`config.mk`:
```
export PLATFORM = sky130hd
export DESIGN_NAME = cfg_port_reset_ctl
export DESIGN_NICKNAME = d
export VERILOG_FILES = /design/src/rtl/cpr_pkg.sv /design/src/rtl/cpr_decode.sv /design/src/rtl/cpr_addr_reg.sv /design/src/rtl/cpr_rst_reg.sv /design/src/rtl/cfg_port_reset_ctl.sv
export SDC_FILE = /design/constraint.sdc
export NUM_CORES = 1
export LEC_CHECK = 0
export BUFFER_PORTS_ARGS = -buffer_cell sky130_fd_sc_hd__buf_4
export CAP_MARGIN = 30
export CORE_MARGIN = 2
export CORE_UTILIZATION = 48
export CTS_BUF_LIST = sky130_fd_sc_hd__clkbuf_8
export DETAILED_ROUTE_END_ITERATION = 8
export GPL_TIMING_DRIVEN = 0
export HOLD_SLACK_MARGIN = 0.15
export MAX_ROUTING_LAYER = met4
export PLACE_DENSITY = 0.83
export SLEW_MARGIN = 20
export SYNTH_ARGS = -nofsm -noshare
export SYNTH_HDL_FRONTEND = slang
export SYNTH_SLANG_ARGS = --single-unit
export TNS_END_PERCENT = 100
```
`constraint.sdc`:
```
create_clock -name clk -period 2.86 [get_ports clk]
set_input_delay 0.143 -clock clk [delete_from_list [all_inputs] [get_ports clk]]
set_output_delay 0.143 -clock clk [all_outputs]
set_load 0.1 [all_outputs]
```
`src/rtl/cpr_pkg.sv`:
```
package cpr_pkg;

   typedef struct packed {
      logic       en;
      logic [6:0] rsvd;
      logic [7:0] bus;
      logic [4:0] dev;
      logic [2:0] fn;
      logic [5:0] dw;
      logic [1:0] lo;
   } cfg_sel_t;

   typedef enum logic [1:0] {
      HIT_NONE = 2'd0,
      HIT_ADDR = 2'd1,
      HIT_RST  = 2'd2,
      HIT_DATA = 2'd3
   } hit_e;

endpackage

```
`src/rtl/cpr_decode.sv`:
```
module cpr_decode
   import cpr_pkg::*;
#(
   parameter int DW_W      = 14,
   parameter int ADDR_PORT = 'hCF8,
   parameter int DATA_PORT = 'hCFC,
   parameter int RST_PORT  = 'hCF9
) (
   input  logic            req,
   input  logic [DW_W-1:0] dwaddr,
   input  logic [3:0]      be,
   output hit_e            hit
);
   localparam logic [DW_W-1:0] ADDR_DW = DW_W'(ADDR_PORT / 4);
   localparam logic [DW_W-1:0] DATA_DW = DW_W'(DATA_PORT / 4);
   localparam logic [DW_W-1:0] RST_DW  = DW_W'(RST_PORT / 4);
   localparam logic [3:0]      RST_BE  = 4'b0001 << (RST_PORT % 4);

   // The reset byte is checked first: it outranks the address register.
   always_comb begin
      hit = HIT_NONE;
      if (req) begin
         if (dwaddr == RST_DW && be == RST_BE)
            hit = HIT_RST;
         else if (dwaddr == ADDR_DW && be == 4'hF)
            hit = HIT_ADDR;
         else if (dwaddr == DATA_DW && be != 4'h0)
            hit = HIT_DATA;
      end
   end
endmodule

```
`src/rtl/cpr_addr_reg.sv`:
```
module cpr_addr_reg
   import cpr_pkg::*;
(
   input  logic        clk,
   input  logic        rst_n,
   input  logic        wr_en,
   input  logic [31:0] wdata,
   output cfg_sel_t    sel_q
);
   always_ff @(posedge clk) begin
      if (!rst_n)
         sel_q <= '0;
      else if (wr_en)
         sel_q <= cfg_sel_t'({wdata[31:2], 2'b00});
   end

   AST_SEL_HOLD: assert property (@(posedge clk) disable iff (!rst_n)
      !wr_en |=> $stable(sel_q));
endmodule

```
`src/rtl/cpr_rst_reg.sv`:
```
module cpr_rst_reg #(
   parameter int TYPE_BIT = 1
) (
   input  logic       clk,
   input  logic       rst_n,
   input  logic       wr_en,
   input  logic       trig_in,
   input  logic       type_in,
   output logic [7:0] rd_byte,
   output logic       rst_req
);
   logic type_q;

   always_ff @(posedge clk) begin
      if (!rst_n) begin
         type_q  <= 1'b0;
         rst_req <= 1'b0;
      end else begin
         rst_req <= wr_en && trig_in;
         if (wr_en && !trig_in)
            type_q <= type_in;
      end
   end

   assign rd_byte = 8'(type_q) << TYPE_BIT;

   AST_REQ_CAUSE: assert property (@(posedge clk) disable iff (!rst_n)
      rst_req |-> $past(wr_en && trig_in));
   AST_TYPE_HOLD_TRIG: assert property (@(posedge clk) disable iff (!rst_n)
      (wr_en && trig_in) |=> $stable(type_q));
   AST_TYPE_HOLD_IDLE: assert property (@(posedge clk) disable iff (!rst_n)
      !wr_en |=> $stable(type_q));
endmodule

```
`src/rtl/cfg_port_reset_ctl.sv`:
```
module cfg_port_reset_ctl
   import cpr_pkg::*;
#(
   parameter int ADDR_W       = 16,
   parameter int ADDR_PORT    = 'hCF8,
   parameter int DATA_PORT    = 'hCFC,
   parameter int RST_PORT     = 'hCF9,
   parameter int RST_TRIG_BIT = 2,
   parameter int RST_TYPE_BIT = 1
) (
   input  logic              clk,
   input  logic              rst_n,
   input  logic              io_req,
   input  logic              io_wr,
   input  logic [ADDR_W-3:0] io_dwaddr,
   input  logic [3:0]        io_be,
   input  logic [31:0]       io_wdata,
   output logic              io_rvalid,
   output logic [31:0]       io_rdata,
   output logic              cfg_req,
   output logic              cfg_we,
   output logic [7:0]        cfg_bus,
   output logic [4:0]        cfg_dev,
   output logic [2:0]        cfg_func,
   output logic [5:0]        cfg_dword,
   output logic [3:0]        cfg_be,
   output logic [31:0]       cfg_wdata,
   input  logic [31:0]       cfg_rdata,
   output logic              sys_rst_req
);
   localparam int DW_W     = ADDR_W - 2;
   localparam int RST_LANE = RST_PORT % 4;
   localparam int TRIG_POS = 8 * RST_LANE + RST_TRIG_BIT;
   localparam int TYPE_POS = 8 * RST_LANE + RST_TYPE_BIT;

   generate
      if (ADDR_PORT % 4 != 0) begin : g_chk_addr
         $error("address port must be dword aligned");
      end
      if (DATA_PORT % 4 != 0) begin : g_chk_data
         $error("data port must be dword aligned");
      end
      if (ADDR_PORT == DATA_PORT) begin : g_chk_same
         $error("address and data ports must differ");
      end
      if (RST_TRIG_BIT == RST_TYPE_BIT || RST_TRIG_BIT > 7 || RST_TYPE_BIT > 7) begin : g_chk_bits
         $error("reset bit positions invalid");
      end
      if (ADDR_W < 4 || DATA_PORT >= (1 << ADDR_W) || ADDR_PORT >= (1 << ADDR_W)) begin : g_chk_w
         $error("port outside address space");
      end
   endgenerate

   hit_e       hit;
   cfg_sel_t   sel_q;
   logic [7:0] rst_byte;
   logic [31:0] rst_word;
   logic       addr_wr;
   logic       rst_wr;
   logic       rvalid_q;
   logic [31:0] rdata_q;
   logic [31:0] rd_mux;

   cpr_decode #(
      .DW_W     (DW_W),
      .ADDR_PORT(ADDR_PORT),
      .DATA_PORT(DATA_PORT),
      .RST_PORT (RST_PORT)
   ) u_decode (
      .req   (io_req),
      .dwaddr(io_dwaddr),
      .be    (io_be),
      .hit   (hit)
   );

   assign addr_wr = (hit == HIT_ADDR) && io_wr;
   assign rst_wr  = (hit == HIT_RST) && io_wr;

   cpr_addr_reg u_addr (
      .clk  (clk),
      .rst_n(rst_n),
      .wr_en(addr_wr),
      .wdata(io_wdata),
      .sel_q(sel_q)
   );

   cpr_rst_reg #(
      .TYPE_BIT(RST_TYPE_BIT)
   ) u_rst (
      .clk    (clk),
      .rst_n  (rst_n),
      .wr_en  (rst_wr),
      .trig_in(io_wdata[TRIG_POS]),
      .type_in(io_wdata[TYPE_POS]),
      .rd_byte(rst_byte),
      .rst_req(sys_rst_req)
   );

   // Place the reset byte in its own lane of the read word.
   for (genvar l = 0; l < 4; l++) begin : g_lane
      if (l == RST_LANE) begin : g_rst
         assign rst_word[8*l +: 8] = rst_byte;
      end else begin : g_zero
         assign rst_word[8*l +: 8] = 8'h00;
      end
   end

   assign cfg_req   = (hit == HIT_DATA) && sel_q.en;
   assign cfg_we    = io_wr;
   assign cfg_bus   = sel_q.bus;
   assign cfg_dev   = sel_q.dev;
   assign cfg_func  = sel_q.fn;
   assign cfg_dword = sel_q.dw;
   assign cfg_be    = io_be;
   assign cfg_wdata = io_wdata;

   always_comb begin
      unique case (hit)
         HIT_ADDR: rd_mux = sel_q;
         HIT_RST:  rd_mux = rst_word;
         HIT_DATA: rd_mux = sel_q.en ? cfg_rdata : 32'hFFFF_FFFF;
         default:  rd_mux = 32'hFFFF_FFFF;
      endcase
   end

   always_ff @(posedge clk) begin
      if (!rst_n) begin
         rvalid_q <= 1'b0;
         rdata_q  <= '0;
      end else begin
         rvalid_q <= io_req && !io_wr;
         if (io_req && !io_wr)
            rdata_q <= rd_mux;
      end
   end

   assign io_rvalid = rvalid_q;
   assign io_rdata  = rdata_q;

   AST_RVALID_FROM_READ: assert property (@(posedge clk) disable iff (!rst_n)
      io_rvalid |-> $past(io_req && !io_wr));
   AST_OFF_NO_FORWARD: assert property (@(posedge clk) disable iff (!rst_n)
      ($past(addr_wr && !io_wdata[31]) && !addr_wr) |-> !cfg_req);
   AST_RST_HIT_ONE_BYTE: assert property (@(posedge clk) disable iff (!rst_n)
      (hit == HIT_RST) |-> ($countones(io_be) == 1));
   AST_RST_NO_READ_PULSE: assert property (@(posedge clk) disable iff (!rst_n)
      (io_req && !io_wr) |=> !sys_rst_req);
endmodule

```
* Word level (Yosys, flattened, before mapping)
Index checks and enable logic that the tools add are counted.
Storage, ports and cells: bits of input ports 86, logic and storage cells 35, register bits after elaboration 65
Cells by class: mux-type cells 6, reductions and logical operators 12, equal/unequal tests 7
Operator list (count):
- case mux 32 bit (3 select lines) | 1
- 2-to-1 mux 32 bit | 1
- == test 14 x 10 -> 1 bit, second input constant | 2
- logical AND 1 bit | 9
- 2-to-1 mux 2 bit | 4
- == test 2 bit, second input constant | 2
- == test 4 x 2 -> 1 bit, second input constant | 1
- == test 4 bit, second input constant | 1
- nonzero test 4 bit | 1
- == test 2 x 1 -> 1 bit, second input constant | 1
- logical NOT 1 bit | 2

* Logic depth before layout (Yosys ltp)
Gate-level depths: netlist of run 1.
depth after elaboration 9, depth in mapped cells 6, depth with buffers taken out 4

* Cells and area by module
Synthesis of run 1 repeated with hierarchy kept, for this count alone.
Unflattened totals: cells, all modules 382, area, all modules 3399.5 um2
Modules (own cells, without submodules):
- cfg_port_reset_ctl | sequential area each 660.6 um2, area an instance 1983.2 um2, cells an instance 255, times used 1
- cpr_addr_reg | sequential area each 600.6 um2, area an instance 1189.9 um2, cells an instance 100, times used 1
- cpr_rst_reg | sequential area each 40.0 um2, area an instance 142.6 um2, cells an instance 16, times used 1
- cpr_decode | sequential area each 0.0 um2, area an instance 83.8 um2, cells an instance 11, times used 1

* Worst setup path before layout of run 1
OpenSTA, ideal clock, no wires.
kind input port to output port, from input port io_dwaddr[6], to output port cfg_req, setup slack 1013 ps, path buffers 2, stages 5, data required time 2717 ps, data arrival time 1704 ps, cell sequence and4bb_1 -> and4_1 -> buf_4 -> buf_6 -> and3_1
On the way: cells in the longest elaborated chain, start to end 8, elaborated cells between the ends (all ways) 11
RTL lines:
- start: declaration | line cfg_port_reset_ctl.sv:15 | input logic [ADDR_W-3:0] io_dwaddr,
- == test 14 x 10 -> 1 bit | line cpr_decode.sv:27 | else if (dwaddr == DATA_DW && be != 4'h0)
- logical AND 1 bit | line cpr_decode.sv:27
- 2-to-1 mux 2 bit | line cpr_decode.sv:27
- 2-to-1 mux 2 bit | line cpr_decode.sv:25 | else if (dwaddr == ADDR_DW && be == 4'hF)
- 2-to-1 mux 2 bit (*) | line cpr_decode.sv:23 | if (dwaddr == RST_DW && be == RST_BE)
- 2-to-1 mux 2 bit (*) | line cpr_decode.sv:22 | if (req) begin
- == test 2 bit (*) | line cfg_port_reset_ctl.sv:108 | assign cfg_req = (hit == HIT_DATA) && sel_q.en;
- logical AND 1 bit (*) | line cfg_port_reset_ctl.sv:108
- end: declaration | line cfg_port_reset_ctl.sv:20 | output logic cfg_req,
Every way passes the cells marked *; elsewhere a longest branch is shown, timed or not.

==> results.json, run 1 <==
{
  "die_h_microns": 90.48,
  "n_fill_cell": 506,
  "synth_edf_count": 0,
  "cts-root-buf": "clkbuf_8",
  "drtIter0Drc": 313,
  "cp.required_ns": 3.14,
  "synth_top_area_share_pct": 36.25,
  "synth_warnings": 0,
  "status": "completed",
  "drt_pass1_iterations": 5,
  "area_growth_pct": 60.37,
  "wire_per_inst_microns": 17.32,
  "fin_crit_ns": 2.350,
  "max_slew_margin_pct": 62.58,
  "clkLatencyLatePin_ns": 0.34,
  "syn_area_per_cell_sq_um": 8.547,
  "dieArea_sq_um": 8187,
  "start_util_pct": 49.49,
  "totalPowerFinal_mw": 2.550,
  "cp_max_fo": 10,
  "setup_ws_ns": 0.5097,
  "crit_path_start_kind": "primary input",
  "drc": 0,
  "ioPinCount": 180,
  "clockBufferDepth": 2,
  "dp_cells": 696,
  "hold_viol": 0,
  "io_buffers": 177,
  "clock-sinks": 65,
  "worstMarginPinSlew_ns": 0.5602,
  "synth_top_cells_by_count": "o21ai_0 (92), dfxtp_1 (65), buf_4 (62), o211ai_1 (31)",
  "drive_above_1_share_pct": 41.42,
  "grt_first_pass_wirelength_mm": 21.18,
  "core-area_sq_um": 7253,
  "antenna_found_initial": 0,
  "totalWireLength_mm": 13.21,
  "cp-end-kind": "register",
  "grt.total_usage_pct": 32.88,
  "ir_drop_v": 0.0003578,
  "overflow": 0,
  "dr_total_vias": 4360,
  "maxCapViolations": 0,
  "pre_cts_slack_ns": 1.133,
  "fin_cells": 763,
  "critical_path_class": "in -> reg",
  "finClkSkew_ns": 0.009472,
  "ant_nets": 0,
  "fin_crit_sh_pct": 82.18,
  "synthArstFlopShare_pct": 0,
  "clk_pin_slew_ns": 0.07,
  "p_per_area_nw_per_um2": 443.0,
  "dp_hpwl_mm": 9.005,
  "timing.hold.ws_ns": 0.1502,
  "hp-class": "in -> reg",
  "netlist-cell-type-count": 36,
  "fmax_ghz": 0.4255,
  "rows": 31,
  "syn_inst": 420,
  "grt_max_degree": 11,
  "grt_pass1_vias": 4303,
  "leakage_nw": 2.466,
  "tns_ns": 0,
  "cts_tree": "done",
  "fp.dieW_microns": 90.48,
  "place_congestion": 0.9234,
  "yosysTopAreaCell": "dfxtp_1",
  "arrival_ns": 2.63,
  "rsz0062_at_grt": "no",
  "ys_seq_elements": 65,
  "viasPerCell": 5.714,
  "synth.most_common_cell": "o21ai_0",
  "diodes": 0,
  "nNetsFinal": 747,
  "setup_viol": 0,
  "synth_nets": 506,
  "synthesis.area_sq_um": 3590,
  "numCtsBuffers": 9,
  "finalMaxSlewViolations": 0,
  "ys_seq_area_share_pct": 36.25,
  "synth_area_leaders": "dfxtp_1 (36%), buf_4 (13%), o21ai_0 (13%), o211ai_1 (6.5%), a21boi_1 (6.3%)",
  "htree_levels": 3,
  "synth_ff_type": "dfxtp_1"
}
==> metal layers <==
| metal | wire length (microns) | GRT usage (%) |
|---|---|---|
| met1 | 5054 | 38.96 |
| met3 | 1204 | 7.679 |
| met4 | 458 | 15.51 |
| met2 | 6497 | 52.86 |
| met5 | 0 | - |
==> cells by family after synthesis <==
kind of cell    share of synthesized area [%]
compound gates                          33.04
buf+inv                                 19.73
flops                                   36.25
mux                                    0.2789
simple gates                            10.70
==> worst paths after layout <==
path,from,endpoint,slack [ns],depth (start not counted)
max,rst_n,u_rst.rst_req$_SDFF_PN0_,0.51,7
min,cfg_rdata[11],io_rdata[11]$_SDFFE_PN0P_,0.15,3
max reg2reg,u_addr.sel_q[31]$_SDFFE_PN0P_,io_rdata[5]$_SDFFE_PN0P_,1.44,4
min reg2reg,u_addr.sel_q[28]$_SDFFE_PN0P_,u_addr.sel_q[28]$_SDFFE_PN0P_,0.47,2
==> area by class of cell <==
type	count	area, sq um	share of cell area (%)
Timing Repair Buffer	230	1859	32.30
Inverter	3	11.26	0.1956
Buffer	105	696.9	12.11
Multi-Input combinational cell	247	1580	27.45
Clock inverter	4	46.29	0.8042
Clock buffer	10	137.6	2.391
Tap cell	99	123.9	2.152
Sequential cell	65	1301	22.60
==> state kept, by name, indices dropped and copies added, names as in the netlist <==
register and count:
u_addr.sel_q 30, io_rvalid 1, u_rst.type_q 1, u_rst.rst_req 1
io_rdata 32
==> where the power goes <==
group	leakage, nW	total (mW)	internal (mW)	switching (mW)
Clock	0.0954	0.756	0.412	0.344
Sequential	0.531	0.954	0.936	0.0177
Combinational	1.84	0.840	0.259	0.581
Total	2.47	2.55	1.61	0.943
==> metrics by stage <==
stage | instance area (sq um) | utilization, %
final | 5757 | 79.37
after global routing | 5757 | 79.37
after CTS | 5757 | 79.37
after detailed placement | 5042 | 69.52
after global placement | 5042 | 69.52
after floorplan | 3590 | -
==> placed cells by master (no fill, tap or decap), types with 2 or more instances in the layout <==
master         netlist  final
buf_4               62    239
a21oi_1              2      2
a31oi_1             29     29
nand4_1             30     30
clkbuf_1            26     26
dfxtp_1             65     65
nor2_1               2      2
a21boi_1            30     30
clkbuf_8             0     10
o211ai_1            31     31
and3_1               2      2
dlygate4sd3_1        0     53
inv_1                3      4
nor3_1               2      2
nand2_1              5      5
nor3_4               2      2
o21ai_0             92     92
buf_2                8      8
buf_6                8      8
and4_1               3      3
==> critical path: stages <==
cell,delay [ns]
dlygate4sd3_1,0.52
buf_4,0.12
clkbuf_1,0.39
nand3_1,0.13
dlygate4sd3_1,0.58
nor3_1,0.15
dlygate4sd3_1,0.59
==> timing repair <==
action,in CTS,in global routing
hold buffers,53,0
buffers inserted,0,0
resized for setup,0,0
hold endpoints to repair,52,0
(Power assumes the default switching activity.)
==> run 2: changes to the inputs <==
--- a/config.mk
+++ b/config.mk
@@ -5,16 +5,17 @@
 export SDC_FILE = /design/constraint.sdc
 export NUM_CORES = 1
 export LEC_CHECK = 0
+export ABC_AREA = 1
 export BUFFER_PORTS_ARGS = -buffer_cell sky130_fd_sc_hd__buf_4
 export CAP_MARGIN = 30
 export CORE_MARGIN = 2
-export CORE_UTILIZATION = 48
+export CORE_UTILIZATION = 42
 export CTS_BUF_LIST = sky130_fd_sc_hd__clkbuf_8
 export DETAILED_ROUTE_END_ITERATION = 8
 export GPL_TIMING_DRIVEN = 0
 export HOLD_SLACK_MARGIN = 0.15
 export MAX_ROUTING_LAYER = met4
-export PLACE_DENSITY = 0.83
+export PLACE_DENSITY = 0.79
 export SLEW_MARGIN = 20
 export SYNTH_ARGS = -nofsm -noshare
 export SYNTH_HDL_FRONTEND = slang
==> constraint.sdc (replaced) <==
create_clock -name clk -period 1.9 [get_ports clk]
set_input_delay 0.095 -clock clk [delete_from_list [all_inputs] [get_ports clk]]
set_output_delay 0.095 -clock clk [all_outputs]
set_load 0.1 [all_outputs]
==> run 2 against run 1 <==
Against the previous run:
- clock power rose by 35%
- first-iteration DRC count decreased by 51%
- synthesized cell count rose by 8.6%
- critical path depth rose by 1
- via count is 8.8% lower
- non-clock buffer count shrank 8
- global-route usage decreased by 5.7 points
- sequential cell count did not move
- combinational power grew 48%
- largest cell class unchanged
==> results.json, run 2 <==
{
  "fin_cells": 814,
  "fp.dieW_microns": 93.80,
  "fin_crit_ns": 1.732,
  "antenna_found_initial": 0,
  "synth_edf_count": 0,
  "dp_cells": 734,
  "ff2ff_path_depth": 4,
  "dr_total_vias": 3975,
  "drt_pass1_iterations": 5,
  "cp_max_fo": 10,
  "clk_pin_slew_ns": 0.07,
  "synth_top_cells_by_count": "nor2_1 (74), dfxtp_1 (65), a21oi_1 (60), buf_4 (60), o21ai_0 (52)",
  "maxCapViolations": 0,
  "numCtsBuffers": 9,
  "grt.total_usage_pct": 27.17,
  "clock-sinks": 65,
  "ys_seq_elements": 65,
  "htree_levels": 3,
  "totalWireLength_mm": 11.87,
  "worstMarginPinSlew_ns": 0.4771,
  "die_h_microns": 93.80,
  "leakage_nw": 2.714,
  "overflow": 0,
  "hold_end": "io_rdata[9]$_SDFFE_PN0P_",
  "seq_power_share_pct": 38.9,
  "internal_power_mw": 2.296,
  "clockBufferDepth": 2,
  "grt_first_pass_wirelength_mm": 18.33,
  "cts_setup_buffers": 0,
  "diodes": 0,
  "drtIter0Drc": 152,
  "synth_ff_type": "dfxtp_1",
  "cp-end-kind": "register",
  "io_buffers": 176,
  "pwr-share-clk_pct": 27.7,
  "synthArstFlopShare_pct": 0,
  "wire_per_inst_microns": 14.58,
  "final_cell_mix": "buf_4 (236), nor2_1 (73), dfxtp_1 (65), dlygate4sd3_1 (64), a21oi_1 (60)",
  "fmax_ghz": 0.5773,
  "start_util_pct": 43.61,
  "arrival_ns": 1.94,
  "dp_hpwl_mm": 8.015,
  "p_comb_share_pct": 33.5,
  "synth_area_leaders": "dfxtp_1 (38%), buf_4 (13%), a21oi_1 (8.9%), nor2_1 (8.2%), o21ai_0 (7.7%)",
  "fin_crit_sh_pct": 91.16,
  "area_growth_pct": 67.20,
  "power_switching_share_pct": 37.78,
  "ir_drop_v": 0.0003507,
  "finClkSkew_ns": 0.005052,
  "cp.required_ns": 2.11,
  "critical_path_class": "in -> reg",
  "ys_seq_area_share_pct": 38.42,
  "largest_reg_flops": 32,
  "tns_ns": 0,
  "clkLatencyLatePin_ns": 0.33,
  "syn_area_per_cell_sq_um": 7.428,
  "final_common_cell": "buf_4",
  "drc": 0,
  "hp-class": "in -> reg",
  "reg2reg_from": "u_addr.sel_q[31]$_SDFFE_PN0P_",
  "nNetsFinal": 793,
  "synth_top_area_share_pct": 38.42,
  "cts-root-buf": "clkbuf_8",
  "whs_path_depth": 6,
  "dieArea_sq_um": 8798,
  "ioPinCount": 180,
  "finalMaxSlewViolations": 0,
  "p_switching_mw": 1.394,
  "viasPerCell": 4.883,
  "drive_above_1_share_pct": 40.45,
  "core-area_sq_um": 7767,
  "status": "completed",
  "hold_viol": 0,
  "max_slew_margin_pct": 68.20,
  "synthesis.area_sq_um": 3387,
  "grt_max_degree": 12,
  "min_from": "cfg_rdata[9]",
  "grt_pass1_vias": 3923,
  "syn_inst": 456,
  "setup_viol": 0,
  "synth_nets": 542,
  "place_congestion": 0.8857,
  "ant_nets": 0,
  "yosysTopAreaCell": "dfxtp_1",
  "synth.most_common_cell": "nor2_1",
  "netlist-cell-type-count": 27,
  "rr_endpoint": "io_rdata[30]$_SDFFE_PN0P_",
  "rrSetupSlack_ns": 0.77,
  "crit_path_start_kind": "primary input",
  "rsz0062_at_grt": "no",
  "cts_tree": "done",
  "p_per_area_nw_per_um2": 651.6,
  "rows": 32,
  "synth_warnings": 0
}
run 2: area by class of cell:
type / count / area, sq um
clock inverter: 6 / 35.03
fill: 615 / 2105
tap: 102 / 127.6
clock buffer: 10 / 137.6
inverter: 26 / 97.59
sequential: 65 / 1301
buffer: 87 / 620.6
multi-input combinational: 278 / 1381
timing repair buffer: 240 / 1962
run 2: layer usage:
metal	track usage [%]	wire [microns]	share of wire, %
met1	32.11	4836	41
met2	47.14	5955	50
met3	4.414	880	7.4
met4	8.937	193	1.6
met5	-	0	0
run 2: cell families (layout without fill, tap and decap cells):
kind of cell / count (synthesis) / count (layout) / share of synthesized area (%)
compound gates: 153 / 153 / 22.94
simple gates: 125 / 125 / 17.44
buf+inv: 113 / 369 / 21.20
flops: 65 / 65 / 38.42
run 2: how the worst max path moves through the flow:
stage             startpoint                        end  cells after the start
3_5_place_dp        io_be[2]  io_rdata[18]$_SDFFE_PN0P_                     11
5_1_grt               io_req  io_rdata[31]$_SDFFE_PN0P_                      8
6_report              io_req  io_rdata[18]$_SDFFE_PN0P_                      8
4_1_cts               io_req  io_rdata[18]$_SDFFE_PN0P_                      8
3_3_place_gp    io_dwaddr[7]  io_rdata[18]$_SDFFE_PN0P_                     10
2_1_floorplan  io_dwaddr[11]                    cfg_req                      7
run 2: power by group through the flow:
stage / sequential [mW] / combinational [mW] / clock [mW]
after detailed placement: 1.46 / 1.12 / 0
after CTS: 1.43 / 1.23 / 1.05
after global routing: 1.44 / 1.28 / 1.11
after floorplan: 1.80 / 0.462 / 0
final: 1.43 / 1.24 / 1.02
after global placement: 1.46 / 1.11 / 0
run 2: critical path: stages:
cell and delay, ns:
dlygate4sd3_1 0.53, buf_4 0.16, inv_1 0.08, nor2_2 0.28, nand2_1 0.19, clkbuf_1 0.27, a21oi_1 0.25, a21oi_1 0.09
run 2: repair_timing:
action,in CTS,in global routing
gates resized for setup,0,1
endpoints found under the setup margin,0,10
hold buffers,64,0
endpoints found under the hold margin,64,0
run 2: metrics by stage:
| step | total power, mW | util (%) | area (sq um) | hold slack (ns) | setup WS [ns] |
|---|---|---|---|---|---|
| 2_1_floorplan | 2.259 | - | 3398 | 0.1743 | 0.3161 |
| 3_3_place_gp | 2.570 | 62.40 | 4847 | 0.3269 | 0.2334 |
| 3_5_place_dp | 2.582 | 62.40 | 4847 | 0.3345 | 0.1720 |
| 4_1_cts | 3.704 | 72.87 | 5660 | 0.1613 | 0.06298 |
| 5_1_grt | 3.825 | 72.91 | 5663 | 0.2055 | 0.08488 |
| 6_report | 3.690 | 72.91 | 5663 | 0.1841 | 0.1679 |
==> run 3: changes to the inputs <==
--- a/config.mk
+++ b/config.mk
@@ -16,6 +16,7 @@
 export HOLD_SLACK_MARGIN = 0.15
 export MAX_ROUTING_LAYER = met4
 export PLACE_DENSITY = 0.79
+export REMOVE_ABC_BUFFERS = 1
 export SLEW_MARGIN = 20
 export SYNTH_ARGS = -nofsm -noshare
 export SYNTH_HDL_FRONTEND = slang
==> run 3 against run 2 <==
Against the previous run:
- sequential power about the same
- clock power grew 9.8%
- global-route usage is 2.4 points lower
- count of clock-buffer cells in the layout fell by 1
- total power up 0.32%
- via count fell by 6.1%
- clock skew increased by 0.0049 ns
- cell area fell by 9.1%
- non-clock buffer count shrank 80
- first-iteration DRC count grew 1.3%
- register-to-register slack lost 0.23 ns
- routed wire length fell by 7.3%
- largest cell class unchanged
- highest routed layer unchanged
==> results.json, run 3 (synthesized netlist as in run 2, its figures left out) <==
{
  "drive_above_1_share_pct": 34.65,
  "place_congestion": 0.8122,
  "final_cell_mix": "buf_4 (178), nor2_1 (73), dlygate4sd3_1 (65), dfxtp_1 (65), a21oi_1 (60)",
  "finClkSkew_ns": 0.009904,
  "critPathMaxStageDelay_ns": 0.61,
  "viasPerCell": 5.087,
  "overflow": 0,
  "grt_max_degree": 64,
  "rows": 32,
  "reg2reg_from": "u_addr.sel_q[31]$_SDFFE_PN0P_",
  "area_growth_pct": 52.05,
  "hold_viol": 0,
  "fp.dieW_microns": 93.80,
  "nNetsFinal": 713,
  "maxCapViolations": 0,
  "fin_crit_ns": 1.737,
  "pwr-share-clk_pct": 30.2,
  "whs_path_depth": 5,
  "power_switching_share_pct": 36.78,
  "min_from": "io_wr",
  "hp-class": "in -> reg",
  "pre_cts_slack_ns": -0.3907,
  "drtIter0Drc": 154,
  "clockBufferDepth": 2,
  "met3_usage_pct": 4.173,
  "post-route-util_pct": 66.30,
  "fin_crit_sh_pct": 91.43,
  "cts-root-buf": "clkbuf_8",
  "rrSetupSlack_ns": 0.54,
  "cpMostUsedCell": "inv_1",
  "p_switching_mw": 1.361,
  "placed_area_sq_um": 4283,
  "p_per_area_nw_per_um2": 718.8,
  "grt_pass1_vias": 3606,
  "ant_nets": 0,
  "busiest_layer": "met2",
  "cp-end-kind": "register",
  "largest_reg_flops": 32,
  "worstMarginPinSlew_ns": 0.7860,
  "path_cells": "buf_4 > inv_1 > nor2_4 > nand2_2 > nor2_1 > nand3_1 > nand2_1 > inv_1",
  "cp_max_fo": 33,
  "grt.total_usage_pct": 24.78,
  "use_met2_pct": 44.11,
  "grt_first_pass_wirelength_mm": 16.82,
  "rr_endpoint": "io_rdata[9]$_SDFFE_PN0P_",
  "setup_ws_ns": 0.1628,
  "dp_hpwl_mm": 6.700,
  "setup_viol": 0,
  "drc": 0,
  "status": "completed",
  "drt_pass1_iterations": 5,
  "io_buffers": 175,
  "start_util_pct": 43.61,
  "htree_levels": 3,
  "internal_power_mw": 2.340,
  "fin_area_sq_um": 5150,
  "totalWireLength_mm": 11.00,
  "diodes": 0,
  "finalMaxSlewViolations": 0,
  "numCtsBuffers": 9,
  "hold_end": "u_rst.type_q$_SDFFE_PN0P_",
  "clkLatencyLatePin_ns": 0.32,
  "max_slew_margin_pct": 47.48,
  "grtUsageMet1_pct": 28.24,
  "ir_drop_v": 0.0005038,
  "p_comb_share_pct": 31.1,
  "clock-sinks": 65,
  "dr_total_vias": 3734,
  "rsz0062_at_grt": "no",
  "ioPinCount": 180,
  "crit_path_start_kind": "primary input",
  "leakage_nw": 2.370,
  "fmax_ghz": 0.5756,
  "arrival_ns": 1.96,
  "final_common_cell": "buf_4",
  "ff2ff_path_depth": 7,
  "dieArea_sq_um": 8798,
  "core-area_sq_um": 7767,
  "antenna_found_initial": 0,
  "slowest_stage": "nor2_4",
  "critical_path_class": "in -> reg",
  "die_h_microns": 93.80,
  "n_fill_cell": 636,
  "wire_per_inst_microns": 14.98,
  "clk_pin_slew_ns": 0.06,
  "cp.required_ns": 2.12,
  "seq_power_share_pct": 38.7,
  "cts_tree": "done"
}
-- run 3: changes by cell type in the layout (fill, tap and decap cells not counted), sizes merged --
cell	delta
dlygate4sd3	+1
bufinv	+1
buf	-68
clkinvlp	+1
clkinv	-1
clkbuf	-14
-- run 3: final cells by class --
class	instances	area (sq um)	area share, %
repair buffers	247	2052	39.84
flip-flops and latches	65	1301	25.27
clock inverters	7	63.81	1.239
well taps	102	127.6	2.478
inverters	26	103.9	2.017
clock buffers	9	123.9	2.405
multi-input cells	278	1378	26.75
-- run 3: metal layers --
layer / vias to the layer above / part of all wire (%)
li1: 1792 / -
met1: 1751 / 40
met2: 178 / 52
met3: 13 / 6.8
met4: 0 / 1.3
met5: - / 0
-- run 3: timing repair --
| action | CTS | global route |
|---|---|---|
| pin swaps | 1 | 1 |
| setup endpoints to repair | 20 | 9 |
| buffers inserted | 0 | 3 |
| resized for setup | 1 | 1 |
| hold buffers | 65 | 0 |
| endpoints found under the hold margin | 64 | 0 |
-- run 3: worst max-delay path, delay by kind of cell --
family / cells / cell delay (ns)
AND/OR/NAND/NOR: 5 / 1.62
buffers and inverters: 3 / 0.23
-- run 3: worst max-delay path by stage --
stage,startpoint,end,slack [ns],depth (start not counted)
2_1_floorplan,u_addr.sel_q[31]$_SDFFE_PN0P_,cfg_req,-1.0,2
3_3_place_gp,io_req,io_rdata[7]$_SDFFE_PN0P_,-1.91,6
3_5_place_dp,io_be[2],u_addr.sel_q[29]$_SDFFE_PN0P_,-0.39,12
4_1_cts,u_addr.sel_q[31]$_SDFFE_PN0P_,cfg_req,0.02,4
5_1_grt,io_req,io_rdata[9]$_SDFFE_PN0P_,0.01,8
6_report,io_req,io_rdata[9]$_SDFFE_PN0P_,0.16,8
-- run 3: stage by stage --
stage / hold WS, ns / setup TNS (ns) / power, mW / instances
after floorplan: 0.1742 / -6.666 / 1.878 / 369
after global placement: 0.1907 / -94.55 / 2.485 / 646
after detailed placement: 0.1907 / -13.77 / 2.497 / 650
after CTS: 0.1562 / 0 / 3.729 / 731
after global routing: 0.1747 / 0 / 3.839 / 734
final: 0.1794 / 0 / 3.702 / 734
-- run 3: power by group through the flow --
stage | registers, mW | clock network [mW] | logic, mW
4_1_cts | 1.43 | 1.16 | 1.14
3_3_place_gp | 1.46 | 0 | 1.02
2_1_floorplan | 1.80 | 0 | 0.0801
3_5_place_dp | 1.46 | 0 | 1.03
5_1_grt | 1.44 | 1.21 | 1.19
6_report | 1.43 | 1.12 | 1.15
